===== src/rtl/sps_pkg.sv =====
package sps_pkg;
  localparam int DW    = 32;
  localparam int LANES = DW / 8;

  function automatic logic [2:0] size_bytes(input logic [1:0] sz);
    case (sz)
      2'b00:   return 3'd1;
      2'b01:   return 3'd2;
      default: return 3'd4;
    endcase
  endfunction

  function automatic logic [2:0] port_bytes(input logic [1:0] code);
    case (code)
      2'b00:   return 3'd4;
      2'b01:   return 3'd1;
      default: return 3'd2;
    endcase
  endfunction
endpackage


===== src/rtl/sps_lane_map.sv =====
module sps_lane_map
  import sps_pkg::*;
(
  input  logic [2:0]       acc_bytes_i,
  input  logic [2:0]       port_bytes_i,
  input  logic [1:0]       addr_lo_i,
  input  logic [1:0]       beat_idx_i,
  input  logic [DW-1:0]    wdata_i,
  input  logic [DW-1:0]    bus_rd_i,
  output logic [2:0]       beat_bytes_o,
  output logic [2:0]       beats_o,
  output logic [LANES-1:0] lane_mask_o,
  output logic [DW-1:0]    lane_wdata_o,
  output logic [DW-1:0]    chunk_o
);
  logic             narrow;
  logic [2:0]       off, lane_sh, chunk_sh, used;
  logic [DW-1:0]    bmask;
  logic [LANES-1:0] base_mask;

  always_comb begin
    narrow       = acc_bytes_i < port_bytes_i;
    beat_bytes_o = narrow ? acc_bytes_i : port_bytes_i;
    off          = narrow ? ({1'b0, addr_lo_i} & (port_bytes_i - 3'd1)) : 3'd0;
    // byte distance of the beat's lowest lane from bit 0
    lane_sh      = 3'd4 - off - beat_bytes_o;
    used         = ({1'b0, beat_idx_i} + 3'd1) * beat_bytes_o;
    chunk_sh     = acc_bytes_i - used;
    if (narrow || acc_bytes_i == port_bytes_i) beats_o = 3'd1;
    else if (port_bytes_i == 3'd1)              beats_o = acc_bytes_i;
    else                                        beats_o = 3'd2;
    case (beat_bytes_o)
      3'd1:    bmask = 32'h0000_00FF;
      3'd2:    bmask = 32'h0000_FFFF;
      default: bmask = 32'hFFFF_FFFF;
    endcase
    base_mask    = (4'd1 << beat_bytes_o) - 4'd1;
    lane_mask_o  = base_mask << lane_sh;
    lane_wdata_o = ((wdata_i >> {chunk_sh, 3'b000}) & bmask) << {lane_sh, 3'b000};
    chunk_o      = (bus_rd_i >> {lane_sh, 3'b000}) & bmask;
  end
endmodule


===== src/rtl/sps_beat_seq.sv =====
module sps_beat_seq (
  input  logic       clk_i,
  input  logic       rst_ni,
  input  logic       start_i,
  input  logic       ack_i,
  input  logic [2:0] beats_i,
  output logic       busy_o,
  output logic [1:0] idx_o,
  output logic       last_o
);
  assign last_o = busy_o && (({1'b0, idx_o} + 3'd1) == beats_i);

  always_ff @(posedge clk_i or negedge rst_ni) begin
    if (!rst_ni) begin
      busy_o <= 1'b0;
      idx_o  <= 2'd0;
    end else if (start_i) begin
      busy_o <= 1'b1;
      idx_o  <= 2'd0;
    end else if (busy_o && ack_i) begin
      if (last_o) begin
        busy_o <= 1'b0;
        idx_o  <= 2'd0;
      end else begin
        idx_o  <= idx_o + 2'd1;
      end
    end
  end

  a_r2_idx_in_range: assert property (@(posedge clk_i) disable iff (!rst_ni)
    busy_o |-> ({1'b0, idx_o} < beats_i));
  a_r9_idle_hold: assert property (@(posedge clk_i) disable iff (!rst_ni)
    (!busy_o && !start_i) |=> (!busy_o && idx_o == 2'd0));
endmodule


===== src/rtl/sps_top.sv =====
module sps_top
  import sps_pkg::*;
#(
  parameter int AW = 32
) (
  input  logic             clk_i,
  input  logic             rst_ni,
  input  logic             req_valid_i,
  input  logic [AW-1:0]    req_addr_i,
  input  logic [1:0]       req_size_i,
  input  logic             req_we_i,
  input  logic [DW-1:0]    req_wdata_i,
  input  logic [1:0]       cfg_port_i,
  input  logic             cfg_burst_i,
  input  logic             cfg_rd_be_i,
  input  logic             beat_ack_i,
  input  logic [DW-1:0]    beat_rdata_i,
  output logic             beat_valid_o,
  output logic [AW-1:0]    beat_addr_o,
  output logic [DW-1:0]    beat_wdata_o,
  output logic [LANES-1:0] beat_be_o,
  output logic [LANES-1:0] beat_bwe_o,
  output logic             beat_burst_o,
  output logic [DW-1:0]    rd_data_o,
  output logic             done_o
);
  logic [AW-1:0]    addr_q;
  logic [2:0]       acc_q, port_q;
  logic             we_q, burst_q, rd_be_q;
  logic [DW-1:0]    wdata_q, rd_acc_q;
  logic             busy, last, start;
  logic [1:0]       idx;
  logic [2:0]       beat_bytes, beats;
  logic [LANES-1:0] lane_mask;
  logic [DW-1:0]    lane_wdata, chunk, acc_next;
  logic [4:0]       addr_step;

  assign start = req_valid_i && !busy;

  sps_beat_seq u_seq (
    .clk_i   (clk_i),
    .rst_ni  (rst_ni),
    .start_i (start),
    .ack_i   (beat_ack_i),
    .beats_i (beats),
    .busy_o  (busy),
    .idx_o   (idx),
    .last_o  (last)
  );

  sps_lane_map u_map (
    .acc_bytes_i  (acc_q),
    .port_bytes_i (port_q),
    .addr_lo_i    (addr_q[1:0]),
    .beat_idx_i   (idx),
    .wdata_i      (wdata_q),
    .bus_rd_i     (beat_rdata_i),
    .beat_bytes_o (beat_bytes),
    .beats_o      (beats),
    .lane_mask_o  (lane_mask),
    .lane_wdata_o (lane_wdata),
    .chunk_o      (chunk)
  );

  assign addr_step    = {3'b000, idx} * {2'b00, port_q};
  assign acc_next     = (rd_acc_q << {beat_bytes, 3'b000}) | chunk;

  assign beat_valid_o = busy;
  assign beat_addr_o  = addr_q + AW'(addr_step);
  assign beat_wdata_o = (busy && we_q) ? lane_wdata : '0;
  assign beat_bwe_o   = (busy && we_q) ? lane_mask : '0;
  assign beat_be_o    = (busy && !we_q && rd_be_q) ? lane_mask : '0;
  assign beat_burst_o = busy && !we_q && burst_q && (acc_q > port_q);

  always_ff @(posedge clk_i or negedge rst_ni) begin
    if (!rst_ni) begin
      addr_q    <= '0;
      acc_q     <= 3'd1;
      port_q    <= 3'd4;
      we_q      <= 1'b0;
      burst_q   <= 1'b0;
      rd_be_q   <= 1'b0;
      wdata_q   <= '0;
      rd_acc_q  <= '0;
      rd_data_o <= '0;
      done_o    <= 1'b0;
    end else begin
      done_o <= 1'b0;
      if (start) begin
        addr_q   <= req_addr_i;
        acc_q    <= size_bytes(req_size_i);
        port_q   <= port_bytes(cfg_port_i);
        we_q     <= req_we_i;
        burst_q  <= cfg_burst_i;
        rd_be_q  <= cfg_rd_be_i;
        wdata_q  <= req_wdata_i;
        rd_acc_q <= '0;
      end else if (busy && beat_ack_i) begin
        rd_acc_q <= acc_next;
        if (last) begin
          done_o <= 1'b1;
          if (!we_q) rd_data_o <= acc_next;
        end
      end
    end
  end

  logic [LANES-1:0] port_lanes;
  assign port_lanes = (port_q == 3'd1) ? 4'b1000 : (port_q == 3'd2) ? 4'b1100 : 4'b1111;

  a_r1_port_lanes: assert property (@(posedge clk_i) disable iff (!rst_ni)
    beat_valid_o |-> (((beat_be_o | beat_bwe_o) & ~port_lanes) == '0));
  a_r3_addr_step: assert property (@(posedge clk_i) disable iff (!rst_ni)
    (beat_valid_o && beat_ack_i && !last) |=> (beat_addr_o == $past(beat_addr_o) + AW'(port_q)));
  a_r5_done_single: assert property (@(posedge clk_i) disable iff (!rst_ni)
    done_o |=> !done_o);
  a_r7_strobe_excl: assert property (@(posedge clk_i) disable iff (!rst_ni)
    (|beat_be_o) |-> !(|beat_bwe_o));
  a_r8_burst_reads: assert property (@(posedge clk_i) disable iff (!rst_ni)
    beat_burst_o |-> (beat_valid_o && beat_bwe_o == '0));
endmodule


===== config.mk =====
export PLATFORM = sky130hd
export DESIGN_NAME = sps_top
export DESIGN_NICKNAME = d
export VERILOG_FILES = /design/src/rtl/sps_pkg.sv /design/src/rtl/sps_lane_map.sv /design/src/rtl/sps_beat_seq.sv /design/src/rtl/sps_top.sv
export SDC_FILE = /design/constraint.sdc
export NUM_CORES = 1
export LEC_CHECK = 0
export BUFFER_PORTS_ARGS = -buffer_cell sky130_fd_sc_hd__buf_2
export CORE_ASPECT_RATIO = 1.1
export CORE_MARGIN = 2
export CORE_UTILIZATION = 55
export DETAILED_ROUTE_END_ITERATION = 10
export PLACE_DENSITY = 0.82
export SLEW_MARGIN = 30
export SYNTH_ARGS = -nofsm -noshare
export SYNTH_HDL_FRONTEND = slang
export SYNTH_SLANG_ARGS = --single-unit
export TNS_END_PERCENT = 20

===== constraint.sdc =====
create_clock -name clk_i -period 5 [get_ports clk_i]
set_input_delay 0.5 -clock clk_i [delete_from_list [all_inputs] [get_ports clk_i]]
set_output_delay 0.5 -clock clk_i [all_outputs]
set_load 0.01 [all_outputs]

# == After elaboration in Yosys (flattened, before gate mapping) ==
# Index checks and enable logic that the tools add are counted.
# classes
shifts,6
reduce_logical,17
eq_ne,7
bitwise,6
magnitude_cmp,2
n_mul,2
mux,21
addsub,8
# op_table
cell,count
$mux 32,3
$and 32x32->32,2
$pmux 32 s2,1
$shl 32x6->32,2
$shr 32x6->32,2
$add 32x5->32,1
$or 32x32->32,1
$mux 3,4
$pmux 3 s2,2
$logic_and 1x1->1,8
$mux 4,2
$eq 3x1->1 const B,2
$eq 3x3->1,2
$mux 1,6
$mux 2,3
$sub 3x3->3,2
$mul 2x3->5,1
$eq 2x1->1 const B,2
$logic_not 2->1,2
$reduce_and 4->1,1
$reduce_bool 2->1,2
$shl 1x3->4 const A,1
$shl 4x3->4,1
$sub 4x1->4 const B,1
13 further kinds,15
# totals
ff_bits,141
elab_cells,81
input_bits,107

# == Longest topological paths before layout ==
# Gate-level depths: netlist of the first run.
# depth
word_depth,10
mapped_depth,18
ltp_nobuf,15

# == Cells and area by module ==
# A second synthesis of the first run with hierarchy kept.
# hier_totals
hier_cells,1164
hier_area_um2,9457.8
# modules_own_cells
mod,area_per_inst_um2,seq_area_each_um2,cells_each,instances
sps_top,6880.3,3455.8,774,1
sps_lane_map,2376.0,0.0,369,1
sps_beat_seq,201.4,75.1,21,1

# == Least setup slack after synthesis of the first run ==
# Ideal clock, no wire load.
# synth_timing
path_type,reg-to-output
start,register port_q[2]
end,output port beat_wdata_o[31]
path_stages_with_launch,18
slack_ns,0.489
n_path_buf,3
t_arrival_ns,4.011
cell_sequence,dfstp_2 > inv_1 > ha_1 > a21oi_2 > a21oi_2 > nor2_1 > clkbuf_1 > nor2b_1 > ha_1 > inv_1 > fa_1 > buf_1 > clkbuf_1 > nand2_1 > o22ai_1 > a22oi_1 > nand3b_1 > o221ai_1
# synth_between
elab_chain_len,8
word_cells_on_any_way,16
cone_classes,add/sub: 4; mul: 1; order compare: 1; eq/ne: 2; shift: 2; mux: 4; bitwise: 2
# synth_lines
item,line,source
"start, declared",sps_top.sv:28,"logic [2:0] acc_q, port_q;"
"start signal, assigned",sps_top.sv:92,port_q <= port_bytes(cfg_port_i);
$lt 3x3->1,sps_lane_map.sv:22,narrow = acc_bytes_i < port_bytes_i;
$mux 3,sps_lane_map.sv:23,beat_bytes_o = narrow ? acc_bytes_i : port_bytes_i;
$mul 3x3->3,sps_lane_map.sv:27,"used = ({1'b0, beat_idx_i} + 3'd1) * beat_bytes_o;"
$sub 3x3->3,sps_lane_map.sv:28,chunk_sh = acc_bytes_i - used;
$shr 32x6->32,sps_lane_map.sv:39,"lane_wdata_o = ((wdata_i >> {chunk_sh, 3'b000}) & bmask) << {lane_sh, 3'b000};"
$and 32x32->32,sps_lane_map.sv:39,
$shl 32x6->32 *,sps_lane_map.sv:39,
$mux 32 *,sps_top.sv:70,assign beat_wdata_o = (busy && we_q) ? lane_wdata : '0;
"end, declared",sps_top.sv:20,"output logic [DW-1:0] beat_wdata_o,"
# Every way passes the cells marked *; elsewhere a longest branch is shown, timed or not.

# == Worst setup path after layout of the first run ==
# layout_timing
start,register acc_q[0]
end,output port beat_wdata_o[24]
# layout_between
elab_chain_len,8
word_cells_on_any_way,14
cone_classes,add/sub: 3; mul: 1; order compare: 1; eq/ne: 2; shift: 2; mux: 4; bitwise: 1
# layout_lines
item,line,source
"start, declared",sps_top.sv:28,
"start signal, assigned",sps_top.sv:91,acc_q <= size_bytes(req_size_i);
$lt 3x3->1,sps_lane_map.sv:22,
$mux 3,sps_lane_map.sv:23,
$mul 3x3->3,sps_lane_map.sv:27,
$sub 3x3->3,sps_lane_map.sv:28,
$shr 32x6->32,sps_lane_map.sv:39,
$and 32x32->32,sps_lane_map.sv:39,
$shl 32x6->32 *,sps_lane_map.sv:39,
$mux 32 *,sps_top.sv:70,
# Marks and branches as above.

==> reports/results.ini, run 1 <==
[global_routing]
globalRoute.busiestLayer = met2
grt_max_degree = 87
grtUsageMet2 = 0.483
grt.overflow.total = 0
met3_grt_util = 0.0556
grt_pass1_vias = 8050
track_usage = 0.290
grt_antenna_before_repair = 0
grtUsageMet1 = 0.368
grt_first_pass_wirelength_mm = 40.2

[critical_path]
critPathCaptureType = primary output
cpPeakStageDelay_ns = 0.60
worst_reg_to_reg_setup_slack_ns = 0.70
critical-path-slowest-cell = fa_2
critical_path_arrival_ns = 4.31
cp_data_required_time_ns = 4.50
critPathKind = reg2out
path_buf_inv = 5
worst_setup_sp_type = flip-flop
crit_family = adder cells
crit_fanout = 26
timing.critical_path.cells = inv_1 > ha_1 > nand3b_1 > buf_4 > a21oi_4 > nor2_2 > nor2_1 > ha_1 > inv_1 > fa_2 > buf_12 > mux2_2 > o2bb2ai_1 > nand3_1 > o221ai_1 > buf_2

[synthesis]
number_of_enable_type_register_cells_in_the_synthesized_netlist = 0
ys.warnings.count = 0
synthesized_flop_and_latch_total = 141
avgSynthCellArea_sq_um = 8.75
syn-cell-area_sq_mm = 0.00896
ys.flop_type = dfrtp_1
synth_cells = 1024
ys_seq_area_frac = 0.394
async_reset_ff_frac = 1.00
postSynthNetCount = 1153
cell_variety_after_synth = 60

[timing]
tightest_slew_ns = 0.913
holdWs_ns = 0.263
final.setup_skew_ns = 0.00715
period_minus_slack_ns = 4.81
maxSlewHeadroom = 0.389
setup_total_negative_slack_ns = 0
clock.fmax_mhz = 208
final.period_utilization = 0.962
setup_viol = 0
hold_viol = 0
final-max-slew-violation-count = 0

[floorplan]
start_util = 0.567
row_count = 48
overall_die_width_um = 126
floorplan.io_pins = 214
die_h_um = 138
fp.dieArea_sq_mm = 0.0173
fp.coreArea_sq_mm = 0.0158

[finish]
fin_nets = 1360
layout_common_cells = nand2_1, buf_2, dfrtp_1
finish.cell_count_without_fillers = 1444
antenna_cells_inserted = 0
final_common_cell = nand2_1
final_layout_size_suffix_gt1_frac = 0.281
num-fill-cells = 1345
synthToLayoutAreaGrowth_pct = 22.2

[clocking]
clock_network_latency_to_the_later_pin_of_the_worst_skew_pair_ns = 0.42
h_tree_levels = 4
clock_sink_count = 141
number_of_buffers_between_clock_root_and_the_deepest_sink = 2
path_clk_slew_ns = 0.06
cts_inserted_buffers = 17
cts_tree = yes
clk_root_buffer_cell = clkbuf_16

[status]
status = completed

[placed_design]
place_inst = 1402
place_hpwl_mm = 18.4
place.gp.congestion = 0.949
port_buffers = 213

[routing]
wl_mm = 25.5
mean_routed_wirelength_per_cell_um = 17.7
routed_via_density = 5.80
drt_drc_violations_left = 0
drtPass1Iterations = 7
num_vias = 8372
dr.first_iter.drc_count = 647
residual_antenna_violating_net_count_after_detailed_routing = 0

[flow_run]
cap_violations = 0

[min_path]
hp-class = in2reg

routing by layer:
metal  share of wire  wire length (um)  vias to the layer above
met3           0.068              1750                       70
met1            0.41             10400                     3959
met5               0                 0                        -
met4           0.038               964                        0
li1                -                 -                     3972
met2            0.49             12400                      371
repair_timing:
item / 4_1_cts / 5_1_grt
pin swaps: 2 / 4
setup buffers: 2 / 6
endpoints found under the setup margin: 17 / 33
gates resized for setup: 5 / 20
endpoints found under the hold margin: 24 / 0
hold buffers: 1 / 0
cloned: 0 / 1
synth_stat cells, drive strengths merged (9+ instances only):
cell     number  area (sq um)
a21oi        21           116
a222oi        9          90.1
a22oi         9          67.6
and3         16           100
buf          20           119
clkbuf       35           131
dfrtp       139          3480
ha           18           225
inv          61           229
mux2         46           541
mux2i        61           611
nand2       277          1040
nand3        30           150
nand4        17           106
nor2         33           129
nor2b        10          62.6
nor3         10          61.3
o211ai        9          67.6
o21ai        58           294
o221ai       15           131
o22ai        16           100
o2bb2ai      13           114
xnor2        28           245
xor2          9          78.8
area by class of cell:
| class | count | area [sq um] | area share |
|---|---|---|---|
| multi-input combinational | 768 | 5060 | 0.462 |
| timing repair buffer | 242 | 1320 | 0.121 |
| clock inverter | 13 | 116 | 0.0106 |
| sequential | 141 | 3530 | 0.322 |
| clock buffer | 19 | 443 | 0.0404 |
| tap | 200 | 250 | 0.0228 |
| inverter | 61 | 229 | 0.0209 |
worst paths after layout:
kind,from,to,depth (start not counted)
setup / recovery,acc_q[0],beat_wdata_o[24],16
hold / removal,req_wdata_i[4],wdata_q[4],3
setup reg to reg,port_q[2],rd_data_o[26],15
hold reg to reg,burst_q,burst_q,2
max in group asynchronous,rst_ni,port_q[1],3
min in group asynchronous,rst_ni,rd_data_o[20],2
stage by stage:
| step | cell area (sq um) | worst slack (ns) | utilization |
|---|---|---|---|
| 2_1_floorplan | 8960 | 0.489 | - |
| 3_3_place_gp | 10200 | 0.400 | 0.647 |
| 3_5_place_dp | 10200 | 0.347 | 0.647 |
| 4_1_cts | 10800 | 0.0556 | 0.685 |
| 5_1_grt | 11000 | -0.0415 | 0.693 |
| 6_report | 11000 | 0.191 | 0.693 |
registers in the layout (all words and copies together), names as in the netlist, 2 cells and up:
register / flops
addr_q: 32
wdata_q: 32
u_seq.idx_o: 2
rd_acc_q: 32
acc_q: 3
rd_data_o: 32
port_q: 3
logic make-up (layout without fill, tap and decap cells):
family          after synthesis  in the layout  share of synthesized area
simple gates                421            422                      0.207
compound gates              175            175                      0.134
buf+inv                     116            335                     0.0535
fa+ha+maj                    22             22                     0.0341
flops                       141            141                      0.394
mux                         109            109                      0.133
xor+xnor                     40             40                     0.0438
tightest hold or removal path, stage by stage:
cell	delay, ns
buf_2	0.07
nand2_1	0.04
nand2_1	0.05
Power of run 1 is left out: the tool's default activity adds up to more than one toggle a clock period on the data nets, which glitch-free logic cannot reach.
==> run 2: changes to the inputs <==
--- a/config.mk
+++ b/config.mk
@@ -10,7 +10,7 @@
 export CORE_MARGIN = 2
 export CORE_UTILIZATION = 55
 export DETAILED_ROUTE_END_ITERATION = 10
-export PLACE_DENSITY = 0.82
+export PLACE_DENSITY = 0.86
 export SLEW_MARGIN = 30
 export SYNTH_ARGS = -nofsm -noshare
 export SYNTH_HDL_FRONTEND = slang
==> constraint.sdc (replaced) <==
create_clock -name clk_i -period 5 [get_ports clk_i]
set_input_delay 0.75 -clock clk_i [delete_from_list [all_inputs] [get_ports clk_i]]
set_output_delay 0.75 -clock clk_i [all_outputs]
set_load 0.01 [all_outputs]
==> reports/results.ini, run 2 (synthesis gave the netlist of run 1 again) <==
[critical_path]
critPathKind = reg2out
critical_path_arrival_ns = 4.16
cp_data_required_time_ns = 4.25
worst_setup_sp_type = flip-flop
critPathCaptureType = primary output
crit_fanout = 7

[flow_run]
cap_violations = 0

[timing]
period_minus_slack_ns = 4.91
final.period_utilization = 0.982
maxSlewHeadroom = 0.322
final-max-slew-violation-count = 0
tightest_slew_ns = 1.01
hold_viol = 0
setup_viol = 0
final.setup_skew_ns = 0.00781
clock.fmax_mhz = 204
setup_total_negative_slack_ns = 0
rsz0062_at_grt = yes

[floorplan]
overall_die_width_um = 126
row_count = 48
floorplan.io_pins = 214
fp.coreArea_sq_mm = 0.0158
fp.dieArea_sq_mm = 0.0173
start_util = 0.567
die_h_um = 138

[finish]
final_common_cell = nand2_1
final_layout_size_suffix_gt1_frac = 0.304
antenna_cells_inserted = 0
fin_nets = 1371
synthToLayoutAreaGrowth_pct = 24.7
layout_common_cells = nand2_1, buf_2, dfrtp_1

[global_routing]
grt_antenna_before_repair = 0
grtUsageMet1 = 0.396
track_usage = 0.308
grt_max_degree = 108
met3_grt_util = 0.0590
grtUsageMet2 = 0.508
grt.overflow.total = 0
grt_first_pass_wirelength_mm = 42.3
globalRoute.busiestLayer = met2
grt_pass1_vias = 8217

[clocking]
cts_tree = yes
path_clk_slew_ns = 0.06
clock_network_latency_to_the_later_pin_of_the_worst_skew_pair_ns = 0.42
clk_root_buffer_cell = clkbuf_16
h_tree_levels = 4
clock_sink_count = 141
cts_inserted_buffers = 17
postCtsHoldBufs = 0
number_of_buffers_between_clock_root_and_the_deepest_sink = 2

[routing]
drtPass1Iterations = 7
routed_via_density = 5.91
wl_mm = 26.9
residual_antenna_violating_net_count_after_detailed_routing = 0
num_vias = 8600
mean_routed_wirelength_per_cell_um = 18.5
drt_drc_violations_left = 0
dr.first_iter.drc_count = 895

[placed_design]
place_hpwl_mm = 19.3
port_buffers = 213
place.gp.congestion = 0.953

[min_path]
hp-class = in2async

[status]
status = completed

## run 2: metal layers
| layer | vias up | routed length (um) | part of all wire |
|---|---|---|---|
| met4 | 0 | 1060 | 0.039 |
| met3 | 91 | 2040 | 0.076 |
| li1 | 3992 | - | - |
| met5 | - | 0 | 0 |
| met1 | 4070 | 10900 | 0.40 |
| met2 | 447 | 12900 | 0.48 |
## run 2: worst paths after layout
kind,start,endpoint,slack (ns),depth (start not counted)
max in group asynchronous,rst_ni,wdata_q[31],3.63,2
min in group clk_i,burst_q,burst_q,0.48,2
worst min-delay path,rst_ni,rd_data_o[22],0.38,1
worst min register to register,burst_q,burst_q,0.48,2
worst max-delay path,port_q[2],beat_wdata_o[20],0.09,15
worst max register to register,port_q[2],rd_data_o[27],0.81,15
## run 2: final cells by class
cell class                 instances  area (sq um)
clock inverter                    12           136
tap                              200           250
inverter                          61           229
timing repair buffer             254          1420
fill                            1241          4620
multi-input combinational        767          5140
clock buffer                      20           467
sequential                       141          3530
## run 2: critical path, cell delays in order, from the launching register on
cell	delay, ns
dfstp_2	0.58
inv_2	0.07
ha_4	0.24
and3b_2	0.26
o21ai_4	0.16
and2_4	0.19
inv_1	0.07
ha_1	0.28
inv_1	0.04
ha_1	0.23
xor3_2	0.40
or3_4	0.41
nor2_4	0.17
nand3_2	0.19
o221ai_1	0.27
buf_2	0.18
## run 2: what timing repair did
item | 4_1_cts | 5_1_grt
gates resized for setup | 16 | 27
pin swaps | 4 | 7
endpoints found under the hold margin | 0 | 0
endpoints found under the setup margin | 31 | 34
setup buffers | 3 | 4
## run 2: stage by stage
| stage | cell area, sq um | util | cells | setup WS, ns | hold slack, ns |
|---|---|---|---|---|---|
| 2_1_floorplan | 8960 | - | 1024 | 0.239 | 0.445 |
| 3_3_place_gp | 10300 | 0.653 | 1415 | 0.188 | 0.462 |
| 3_5_place_dp | 10300 | 0.653 | 1415 | 0.0900 | 0.468 |
| 4_1_cts | 11000 | 0.696 | 1450 | 0.00536 | 0.483 |
| 5_1_grt | 11200 | 0.708 | 1455 | -0.0398 | 0.494 |
| 6_report | 11200 | 0.708 | 1455 | 0.0889 | 0.379 |
Power of run 2 is left out for the same reason.
==> run 3: changes to the inputs <==
--- a/config.mk
+++ b/config.mk
@@ -6,9 +6,11 @@
 export NUM_CORES = 1
 export LEC_CHECK = 0
 export BUFFER_PORTS_ARGS = -buffer_cell sky130_fd_sc_hd__buf_2
+export CELL_PAD_IN_SITES_DETAIL_PLACEMENT = 1
+export CELL_PAD_IN_SITES_GLOBAL_PLACEMENT = 1
 export CORE_ASPECT_RATIO = 1.1
 export CORE_MARGIN = 2
-export CORE_UTILIZATION = 55
+export CORE_UTILIZATION = 41
 export DETAILED_ROUTE_END_ITERATION = 10
 export PLACE_DENSITY = 0.86
 export SLEW_MARGIN = 30
==> reports/results.ini, run 3 (synthesis gave the netlist of run 1 again) <==
[status]
status = completed

[clocking]
clock_network_latency_to_the_later_pin_of_the_worst_skew_pair_ns = 0.44
clock_sink_count = 141
clk_root_buffer_cell = clkbuf_16
h_tree_levels = 4
number_of_buffers_between_clock_root_and_the_deepest_sink = 2
cts_tree = yes
path_clk_slew_ns = 0.06
cts_inserted_buffers = 17
postCtsHoldBufs = 0

[timing]
hold_viol = 0
setup_viol = 0
period_minus_slack_ns = 4.98
final.setup_skew_ns = 0.00940
final.period_utilization = 0.996
holdWs_ns = 0.271
tightest_slew_ns = 0.902
clock.fmax_mhz = 201
maxSlewHeadroom = 0.397
final-max-slew-violation-count = 0
setup_total_negative_slack_ns = 0

[critical_path]
critPathCaptureType = primary output
critical_path_arrival_ns = 4.23
worst-r2r-cell-count = 15
crit-reg2reg-launch = port_q[2]
worst_reg_to_reg_setup_slack_ns = 0.62
critPathKind = reg2out
crit_fanout = 31
cp_data_required_time_ns = 4.25
worst_setup_sp_type = flip-flop
worst_r2r_endpoint = rd_data_o[30]

[floorplan]
fp.coreArea_sq_mm = 0.0214
row_count = 56
start_util = 0.419
floorplan.io_pins = 214
fp.dieArea_sq_mm = 0.0231
overall_die_width_um = 145
die_h_um = 159

[flow_run]
cap_violations = 0

[routing]
wl_mm = 34.5
drt_drc_violations_left = 0
dr.first_iter.drc_count = 705
residual_antenna_violating_net_count_after_detailed_routing = 0
routed_via_density = 5.88
mean_routed_wirelength_per_cell_um = 22.2
num_vias = 9139
drtPass1Iterations = 7

[global_routing]
track_usage = 0.276
grtUsageMet1 = 0.324
grt_first_pass_wirelength_mm = 50.9
grt.overflow.total = 0
grt_pass1_vias = 9314
grtUsageMet2 = 0.486
met3_grt_util = 0.0524
grt_max_degree = 82
globalRoute.busiestLayer = met2
grt_antenna_before_repair = 1

[finish]
num-fill-cells = 2565
final_layout_size_suffix_gt1_frac = 0.318
layout_common_cells = nand2_1, buf_2, dfrtp_1
antenna_cells_inserted = 0
layout.cell_area.non_filler_sq_mm = 0.0115
synthToLayoutAreaGrowth_pct = 28.6
fin_nets = 1380
final_common_cell = nand2_1

[placed_design]
place.gp.congestion = 0.898
placed_cell_area_sq_mm = 0.0104
place_hpwl_mm = 22.7
port_buffers = 213

[min_path]
hp-class = in2async

-- run 3: worst max-delay path by stage --
stage	slack, ns	cells past startpoint	startpoint	end
floorplan	0.24	17	port_q[2]	beat_wdata_o[31]
global placement	0.18	14	port_q[2]	beat_wdata_o[31]
detailed placement	0.001	14	port_q[2]	beat_wdata_o[29]
CTS	-0.04	16	port_q[2]	beat_wdata_o[29]
global route	-0.10	17	port_q[2]	beat_wdata_o[21]
finish	0.02	15	port_q[2]	beat_wdata_o[17]
-- run 3: per-stage QoR --
step                utilization  setup slack (ns)  instances
floorplan                     -             0.239       1024
global placement          0.488             0.181       1501
detailed placement        0.488           0.00131       1502
CTS                       0.523           -0.0414       1539
global route              0.539            -0.104       1553
finish                    0.539            0.0216       1553
-- run 3: layout make-up --
type                    count  area, sq um  share of cell area
repair buffers            263         1560               0.136
clock buffers              18          439              0.0381
clock inverters            13          144              0.0125
flip-flops and latches    141         3530               0.306
well taps                 290          363              0.0315
inverters                  61          229              0.0199
multi-input cells         767         5260               0.456
-- run 3: critical path, stage by stage, from the launching register on --
cell and delay [ns]:
dfstp_2 0.58, inv_2 0.08, ha_4 0.24, and3b_2 0.24
o21ai_2 0.19, and2_1 0.21, inv_1 0.09, ha_1 0.28
inv_1 0.05, ha_1 0.30, buf_4 0.38, inv_1 0.18
nor2_2 0.22, nand3_2 0.23, o221ai_1 0.30, buf_2 0.21
-- run 3: timing repair --
item | CTS | global route
cloned | 1 | 2
endpoints found under the setup margin | 32 | 32
buffers inserted | 5 | 12
pin swaps | 5 | 10
gates resized for setup | 26 | 40
-- run 3: routing by layer --
metal | share of wire | up-vias
met1 | 0.37 | 4501
met3 | 0.075 | 120
met5 | 0.00032 | -
met4 | 0.056 | 2
met2 | 0.50 | 507
li1 | - | 4009
Power of run 3 is left out for the same reason.
